==> src/rtl/i2cRegPkg.sv <==
package i2cRegPkg;

  // Strobes from the bus controller to the datapath, valid for one clk cycle
  typedef struct packed {
    logic snap;      // copy liveTime into the shadow buffer
    logic rxShift;   // shift rxBit into the receive register
    logic rxBit;     // sampled data bit
    logic ptrLoad;   // load pointer from the received byte
    logic wrCommit;  // store the received byte at the pointer, then advance
    logic txLoad;    // load the transmit register from the pointer location
    logic txShift;   // move to the next transmit bit
    logic ptrInc;    // advance the pointer after a sent byte
    logic ptrClear;  // force the pointer to zero
  } strobeT;

  typedef enum logic [2:0] {
    ST_IDLE,
    ST_ADDR,
    ST_ADDR_ACK,
    ST_RX,
    ST_RX_ACK,
    ST_TX,
    ST_TX_ACK
  } busStateT;

endpackage

==> src/rtl/i2cRegCtrl.sv <==
module i2cRegCtrl
  import i2cRegPkg::*;
#(
  parameter int DW = 8,
  parameter int SYNC = 2,
  parameter logic [DW-2:0] DEV_ADDR = 7'b1101000
) (
  input  logic          clk,
  input  logic          rstN,
  input  logic          powerFail,
  input  logic          sclIn,
  input  logic          sdaIn,
  input  logic [DW-1:0] rxByte,
  input  logic          txBit,
  output strobeT        stb,
  output logic          sdaOe
);

  localparam int CNT_W = $clog2(DW + 1);
  localparam logic [CNT_W-1:0] BYTE_END = CNT_W'(DW);

  // Line synchronisers; lines idle high
  logic [SYNC-1:0] sclPipe, sdaPipe;
  logic sclS, sdaS, sclPrev, sdaPrev;

  always_ff @(posedge clk or negedge rstN) begin
    if (!rstN) begin
      sclPipe <= '1;
      sdaPipe <= '1;
      sclPrev <= 1'b1;
      sdaPrev <= 1'b1;
    end else begin
      sclPipe <= {sclPipe[SYNC-2:0], sclIn};
      sdaPipe <= {sdaPipe[SYNC-2:0], sdaIn};
      sclPrev <= sclS;
      sdaPrev <= sdaS;
    end
  end

  assign sclS = sclPipe[SYNC-1];
  assign sdaS = sdaPipe[SYNC-1];

  logic sclRise, sclFall, startEv, stopEv;
  assign sclRise = sclS & ~sclPrev;
  assign sclFall = ~sclS & sclPrev;
  assign startEv = sclS & sclPrev & sdaPrev & ~sdaS;
  assign stopEv  = sclS & sclPrev & ~sdaPrev & sdaS;

  busStateT state, stateNx;
  logic [CNT_W-1:0] cnt, cntNx;
  logic rw, rwNx, first, firstNx, hostAck, hostAckNx;

  always_comb begin
    stateNx   = state;
    cntNx     = cnt;
    rwNx      = rw;
    firstNx   = first;
    hostAckNx = hostAck;
    stb       = '0;
    if (powerFail) begin
      stateNx      = ST_IDLE;
      cntNx        = '0;
      stb.ptrClear = 1'b1;
    end else if (startEv) begin
      stateNx  = ST_ADDR;
      cntNx    = '0;
      stb.snap = 1'b1;
    end else if (stopEv) begin
      stateNx = ST_IDLE;
    end else begin
      unique case (state)
        ST_ADDR, ST_RX: begin
          if (sclRise && cnt < BYTE_END) begin
            stb.rxShift = 1'b1;
            stb.rxBit   = sdaS;
            cntNx       = cnt + 1'b1;
          end else if (sclFall && cnt == BYTE_END) begin
            if (state == ST_ADDR) begin
              if (rxByte[DW-1:1] == DEV_ADDR) begin
                stateNx = ST_ADDR_ACK;
                rwNx    = rxByte[0];
              end else begin
                stateNx = ST_IDLE;
              end
            end else begin
              stateNx = ST_RX_ACK;
              if (first) begin
                stb.ptrLoad = 1'b1;
                firstNx     = 1'b0;
              end else begin
                stb.wrCommit = 1'b1;
              end
            end
          end
        end
        ST_ADDR_ACK: begin
          if (sclFall) begin
            cntNx = '0;
            if (rw) begin
              stateNx    = ST_TX;
              stb.txLoad = 1'b1;
            end else begin
              stateNx = ST_RX;
              firstNx = 1'b1;
            end
          end
        end
        ST_RX_ACK: begin
          if (sclFall) begin
            stateNx = ST_RX;
            cntNx   = '0;
          end
        end
        ST_TX: begin
          if (sclRise && cnt < BYTE_END) begin
            cntNx = cnt + 1'b1;
          end else if (sclFall && cnt == BYTE_END) begin
            stateNx    = ST_TX_ACK;
            stb.ptrInc = 1'b1;
          end else if (sclFall && cnt != '0) begin
            stb.txShift = 1'b1;
          end
        end
        ST_TX_ACK: begin
          if (sclRise) begin
            hostAckNx = ~sdaS;
          end else if (sclFall) begin
            if (hostAck) begin
              stateNx    = ST_TX;
              stb.txLoad = 1'b1;
              cntNx      = '0;
            end else begin
              stateNx = ST_IDLE;
            end
          end
        end
        default: ;
      endcase
    end
  end

  always_ff @(posedge clk or negedge rstN) begin
    if (!rstN) begin
      state   <= ST_IDLE;
      cnt     <= '0;
      rw      <= 1'b0;
      first   <= 1'b0;
      hostAck <= 1'b0;
    end else begin
      state   <= stateNx;
      cnt     <= cntNx;
      rw      <= rwNx;
      first   <= firstNx;
      hostAck <= hostAckNx;
    end
  end

  assign sdaOe = (state == ST_ADDR_ACK) || (state == ST_RX_ACK) ||
                 ((state == ST_TX) && !txBit);

  // power-fail releases the data line on the next cycle
  assert_pf_release_R9: assert property (@(posedge clk) disable iff (!rstN)
    powerFail |=> !sdaOe);

  // the target starts pulling SDA low only while SCL is low
  assert_oe_rise_scl_low_R10: assert property (@(posedge clk) disable iff (!rstN)
    $rose(sdaOe) |-> !sclPrev);

endmodule

==> src/rtl/i2cRegData.sv <==
module i2cRegData
  import i2cRegPkg::*;
#(
  parameter int DW = 8,
  parameter int SPACE = 64,
  parameter int CLK_REGS = 8
) (
  input  logic                        clk,
  input  logic                        rstN,
  input  strobeT                      stb,
  input  logic [CLK_REGS*DW-1:0]      liveTime,
  output logic [DW-1:0]               rxByte,
  output logic                        txBit,
  output logic                        clkWrEn,
  output logic [$clog2(CLK_REGS)-1:0] clkWrAddr,
  output logic [DW-1:0]               clkWrData
);

  localparam int PTR_W  = $clog2(SPACE);
  localparam int CA_W   = $clog2(CLK_REGS);
  localparam int RAM_N  = SPACE - CLK_REGS;
  localparam int RA_W   = $clog2(RAM_N);
  localparam int TIME_W = CLK_REGS * DW;
  localparam logic [PTR_W-1:0] PTR_LAST = PTR_W'(SPACE - 1);
  localparam logic [PTR_W-1:0] RAM_BASE = PTR_W'(CLK_REGS);

  logic [PTR_W-1:0] ptr, nextPtr;
  logic [DW-1:0]    rxSh, txSh, rdByte;
  logic [DW-1:0]    shadow [CLK_REGS];
  logic [DW-1:0]    ram [RAM_N];
  logic             inRam;
  logic [RA_W-1:0]  ramIdx;

  assign inRam   = ptr >= RAM_BASE;
  assign ramIdx  = RA_W'(ptr - RAM_BASE);
  assign nextPtr = (ptr == PTR_LAST) ? '0 : ptr + PTR_W'(1);
  assign rdByte  = inRam ? ram[ramIdx] : shadow[ptr[CA_W-1:0]];
  assign rxByte  = rxSh;
  assign txBit   = txSh[DW-1];

  // Snapshot of the timekeeper, one register per location
  for (genvar k = 0; k < CLK_REGS; k++) begin : gShadow
    always_ff @(posedge clk or negedge rstN) begin
      if (!rstN)         shadow[k] <= '0;
      else if (stb.snap) shadow[k] <= liveTime[k*DW +: DW];
    end
  end

  always_ff @(posedge clk or negedge rstN) begin
    if (!rstN) begin
      rxSh <= '0;
      txSh <= '1;
    end else begin
      if (stb.rxShift) rxSh <= {rxSh[DW-2:0], stb.rxBit};
      if (stb.txLoad)       txSh <= rdByte;
      else if (stb.txShift) txSh <= {txSh[DW-2:0], 1'b1};
    end
  end

  always_ff @(posedge clk or negedge rstN) begin
    if (!rstN)                             ptr <= '0;
    else if (stb.ptrClear)                 ptr <= '0;
    else if (stb.ptrLoad)                  ptr <= rxSh[PTR_W-1:0];
    else if (stb.wrCommit || stb.ptrInc)   ptr <= nextPtr;
  end

  always_ff @(posedge clk or negedge rstN) begin
    if (!rstN) begin
      for (int i = 0; i < RAM_N; i++) ram[i] <= '0;
    end else if (stb.wrCommit && inRam) begin
      ram[ramIdx] <= rxSh;
    end
  end

  always_ff @(posedge clk or negedge rstN) begin
    if (!rstN) begin
      clkWrEn   <= 1'b0;
      clkWrAddr <= '0;
      clkWrData <= '0;
    end else begin
      clkWrEn <= stb.wrCommit && !inRam;
      if (stb.wrCommit && !inRam) begin
        clkWrAddr <= ptr[CA_W-1:0];
        clkWrData <= rxSh;
      end
    end
  end

  // advancing from the last location lands on zero
  assert_ptr_wrap_R5: assert property (@(posedge clk) disable iff (!rstN)
    (ptr == PTR_LAST && (stb.ptrInc || stb.wrCommit) && !stb.ptrClear && !stb.ptrLoad)
      |=> ptr == '0);

  // a power-fail clear leaves the pointer at zero
  assert_ptr_clear_R9: assert property (@(posedge clk) disable iff (!rstN)
    stb.ptrClear |=> ptr == '0);

  // the shadow holds the liveTime value present at the START
  assert_snapshot_R6: assert property (@(posedge clk) disable iff (!rstN)
    stb.snap |=> (shadow[CLK_REGS-1] == $past(liveTime[TIME_W-1 -: DW]) &&
                  shadow[0] == $past(liveTime[DW-1:0])));

  // every timekeeper strobe follows a committed byte
  assert_clkwr_commit_R7: assert property (@(posedge clk) disable iff (!rstN)
    clkWrEn |-> $past(stb.wrCommit));

endmodule

==> src/rtl/i2cRegFile.sv <==
module i2cRegFile
  import i2cRegPkg::*;
#(
  parameter int DW = 8,
  parameter int SPACE = 64,
  parameter int CLK_REGS = 8,
  parameter int SYNC = 2,
  parameter logic [DW-2:0] DEV_ADDR = 7'b1101000
) (
  input  logic                        clk,
  input  logic                        rstN,
  input  logic                        powerFail,
  input  logic                        sclIn,
  input  logic                        sdaIn,
  output logic                        sdaOe,
  input  logic [CLK_REGS*DW-1:0]      liveTime,
  output logic                        clkWrEn,
  output logic [$clog2(CLK_REGS)-1:0] clkWrAddr,
  output logic [DW-1:0]               clkWrData
);

  strobeT        stb;
  logic [DW-1:0] rxByte;
  logic          txBit;

  i2cRegCtrl #(.DW(DW), .SYNC(SYNC), .DEV_ADDR(DEV_ADDR)) i_ctrl (
    .clk(clk), .rstN(rstN), .powerFail(powerFail),
    .sclIn(sclIn), .sdaIn(sdaIn),
    .rxByte(rxByte), .txBit(txBit),
    .stb(stb), .sdaOe(sdaOe)
  );

  i2cRegData #(.DW(DW), .SPACE(SPACE), .CLK_REGS(CLK_REGS)) i_data (
    .clk(clk), .rstN(rstN), .stb(stb), .liveTime(liveTime),
    .rxByte(rxByte), .txBit(txBit),
    .clkWrEn(clkWrEn), .clkWrAddr(clkWrAddr), .clkWrData(clkWrData)
  );

endmodule

==> config.mk <==
export PLATFORM = sky130hd
export DESIGN_NAME = i2cRegFile
export DESIGN_NICKNAME = d
export VERILOG_FILES = /design/src/rtl/i2cRegPkg.sv /design/src/rtl/i2cRegCtrl.sv /design/src/rtl/i2cRegData.sv /design/src/rtl/i2cRegFile.sv
export SDC_FILE = /design/constraint.sdc
export NUM_CORES = 1
export LEC_CHECK = 0
export ABC_AREA = 0
export BUFFER_PORTS_ARGS = -buffer_cell sky130_fd_sc_hd__buf_2
export CAP_MARGIN = 30
export CORE_ASPECT_RATIO = 2
export CORE_MARGIN = 2
export CORE_UTILIZATION = 62
export DETAILED_ROUTE_END_ITERATION = 10
export PLACE_DENSITY = 0.78
export SKIP_LAST_GASP = 1
export SLEW_MARGIN = 15
export SYNTH_ARGS = -nofsm -noshare
export SYNTH_HDL_FRONTEND = slang
export SYNTH_SLANG_ARGS = --single-unit
==> constraint.sdc <==
create_clock -name clk -period 4.09 [get_ports clk]
set_clock_uncertainty 0.2 [all_clocks]
set_input_delay 0.818 -clock clk [delete_from_list [all_inputs] [get_ports clk]]
set_output_delay 0.818 -clock clk [all_outputs]
set_load 0.02 [all_outputs]
==> flow_metrics.tcl <==
set metrics [dict create \
    grt_overflow 0 \
    endpoint_kind "flop" \
    fmaxAchievable_ghz 0.284 \
    worst_slew_pin_slew_ns 0.971 \
    cts.path.max_buffers 3 \
    die_h_um 293 \
    met3_usage_pct 4.80 \
    hold_violations 0 \
    fin_crit_sh_pct 86.0 \
    rsz0062_at_grt "no" \
    crit_path_max_fanout 36 \
    area_growth_pct 10.9 \
    netlist-cell-type-count 68 \
    clk_pin_slew_worst_paths_ns 0.07 \
    antenna_found_initial 0 \
    cts_buffers 48 \
    via_per_inst 6.68 \
    max_slew_margin_pct 34.8 \
    cp.required_ns 4.36 \
    vdd_drop_max_v 0.000324 \
    yosysSeqAreaShare_pct 54.4 \
    fin_cells 2497 \
    syn_avg_cell_area_um2 14.0 \
    max_cap_viol_count 0 \
    drive_gt1_share_pct 43.8 \
    grt_util_met2_pct 56.3 \
    cts_resized 0 \
    ys_ff_latch 562 \
    nNetsFinal 2003 \
    p_leak_nw 13.7 \
    vias 16700 \
    finalCriticalPeriod_ns 3.52 \
    synth_nets 1929 \
    ys.flop_type "dfrtp_1" \
    drt_iter0_drc 1090 \
    htree_levels 2 \
    hold_class "in2async" \
    root_buffer "clkbuf_16" \
    cts_setup_buffers 0 \
    dp_cells 2411 \
    setup-tns-final_ns 0 \
    async_flop_share_pct 100 \
    ctsHoldBuffers 0 \
    grt_util_met1_pct 35.6 \
    synth_area_um2 25900 \
    grt_first_pass_wirelength_um 106000 \
    drv_slew 0 \
    synthCells 1854 \
    cp.arrival_ns 3.79 \
    coreArea_um2 41100 \
    outcome "completed" \
    final_common_cell "dfrtp_1" \
    grt_max_degree 93 \
    drtPass1Iterations 6 \
    finish.utilization_pct 69.8 \
    fillers 2780 \
    initial_core_util_pct 62.9 \
    cts_num_sinks 562 \
    worstSetupPathType "reg2reg" \
    dieArea_um2 43500 \
    most-common-layout-cells "dfrtp_1, mux2_2, nand2_1, buf_2, mux4_2" \
    setup_viol 0 \
    first_global_vias 18200 \
    wl_per_cell_um 27.6 \
    clock_latency_ns 0.58 \
    power_density_nw_per_um2 388 \
    yosysWarnings 0 \
    critPathLaunchType "flop" \
    num_antenna_cells 0 \
    ant_nets 0 \
    port_buffers 81 \
    drc 0 \
    grt_usage_pct 32.4 \
    dp_hpwl_um 47200 \
    grt.busiest_layer "met2" \
    cts_tree "built" \
    row_count 105 \
    wl_um 68900 \
    fp.dieW_um 148 \
    place.gp.congestion 0.977 \
    synth_edf_count 0 \
    io_pins 82 \
]
## layout make-up
class | instances | area (um2) | area share [%]
clock buffer | 73 | 1450 | 5.04
timing repair buffer | 152 | 1070 | 3.73
tap | 535 | 669 | 2.33
clock inverter | 11 | 108 | 0.375
sequential | 562 | 14100 | 49.1
multi-input combinational | 1148 | 11300 | 39.2
inverter | 16 | 60.1 | 0.209
## worst max-delay path, stage by stage, from the launching register on
cell and delay, ns:
dfrtp_4 0.85, buf_4 0.42, mux2_2 0.40, a221o_1 0.29, o2bb2ai_1 0.17, a2111oi_0 0.87
a21oi_1 0.14
## layer usage
layer / vias to the layer above / share of wire (%)
li1: 7006 / -
met1: 8662 / 34
met2: 720 / 51
met3: 287 / 6.0
met4: 0 / 8.9
met5: - / 0
## metrics by stage
stage                     hold WS, ns  worst slack, ns  total power, mW  area, um2
after global routing            0.114            0.459             11.5      28700
after global placement          0.150            0.276             6.61      27100
after detailed placement        0.150            0.301             6.65      27100
final                          0.0672            0.572             11.1      28700
after CTS                      0.0898            0.619             11.2      28700
after floorplan                 0.145            0.569             6.29      25900
## sequential cells by signal, summed over array words and instances (netlist names), 2 cells and up
register and count:
i_data.clkWrData 8, i_data.shadow 64, i_data.rxByte 8, i_ctrl.cnt 4
i_data.ram 448, i_data.clkWrAddr 3, i_data.txSh 8, i_ctrl.state 3
i_ctrl.sdaPipe 2, i_data.ptr 6, i_ctrl.sclPipe 2
## final timing paths
check	endpoint	slack, ns	depth (start not counted)	start
setup / recovery	i_data.txSh[0]	0.57	6	i_data.ptr[0]
hold / removal	i_data.ram[182]	0.07	1	rstN
setup reg to reg	i_data.txSh[0]	0.57	6	i_data.ptr[0]
hold reg to reg	i_ctrl.sdaPipe[1]	0.15	0	i_ctrl.sdaPipe[0]
max in group asynchronous	i_data.ptr[2]	2.56	2	rstN
min in group clk	i_ctrl.sdaPipe[0]	0.14	1	sdaIn
## cell families after synthesis
| family | Yosys count | synth area share (%) |
|---|---|---|
| fa+ha+maj | 6 | 0.290 |
| xor+xnor | 5 | 0.169 |
| flops | 562 | 54.4 |
| simple gates | 240 | 4.46 |
| mux | 686 | 32.8 |
| compound gates | 211 | 5.73 |
| buf+inv | 144 | 2.13 |
## cell usage after synthesis, types with 4 or more instances
cell / number / share of area [%]
nand2_2: 4 / 0.097
o31ai_1: 4 / 0.12
a22oi_1: 23 / 0.67
nand4b_1: 4 / 0.14
buf_2: 8 / 0.15
dfrtp_1: 548 / 53
mux2i_1: 58 / 2.2
nor2_1: 56 / 0.81
mux4_2: 74 / 6.4
a221oi_1: 21 / 0.71
nand2b_1: 9 / 0.22
ha_1: 6 / 0.29
nor2b_1: 6 / 0.15
buf_1: 15 / 0.22
nand3b_1: 4 / 0.12
a22o_1: 10 / 0.34
a2111oi_0: 7 / 0.24
inv_1: 16 / 0.23
mux2_1: 35 / 1.5
a31oi_1: 9 / 0.22
a21oi_1: 38 / 0.74
nor3_1: 13 / 0.25
o21ai_0: 33 / 0.64
mux2_2: 519 / 23
nand2_1: 97 / 1.4
nor4_1: 5 / 0.12
nand3_1: 10 / 0.19
o211ai_1: 5 / 0.15
clkbuf_1: 105 / 1.5
or4_1: 4 / 0.12
or3_1: 4 / 0.097
o22ai_1: 15 / 0.36
a221o_1: 4 / 0.15
dfstp_2: 14 / 1.4
nor2_4: 6 / 0.26
a211oi_1: 11 / 0.32
o2bb2ai_1: 5 / 0.17
and3_1: 4 / 0.097
## power breakdown
part,switching [mW],internal [mW],leakage (nW)
Sequential,0.106,5.72,7.65
Combinational,0.417,0.306,5.29
Clock,2.02,2.56,0.770
No activity file was read; power rests on OpenSTA's default activity.
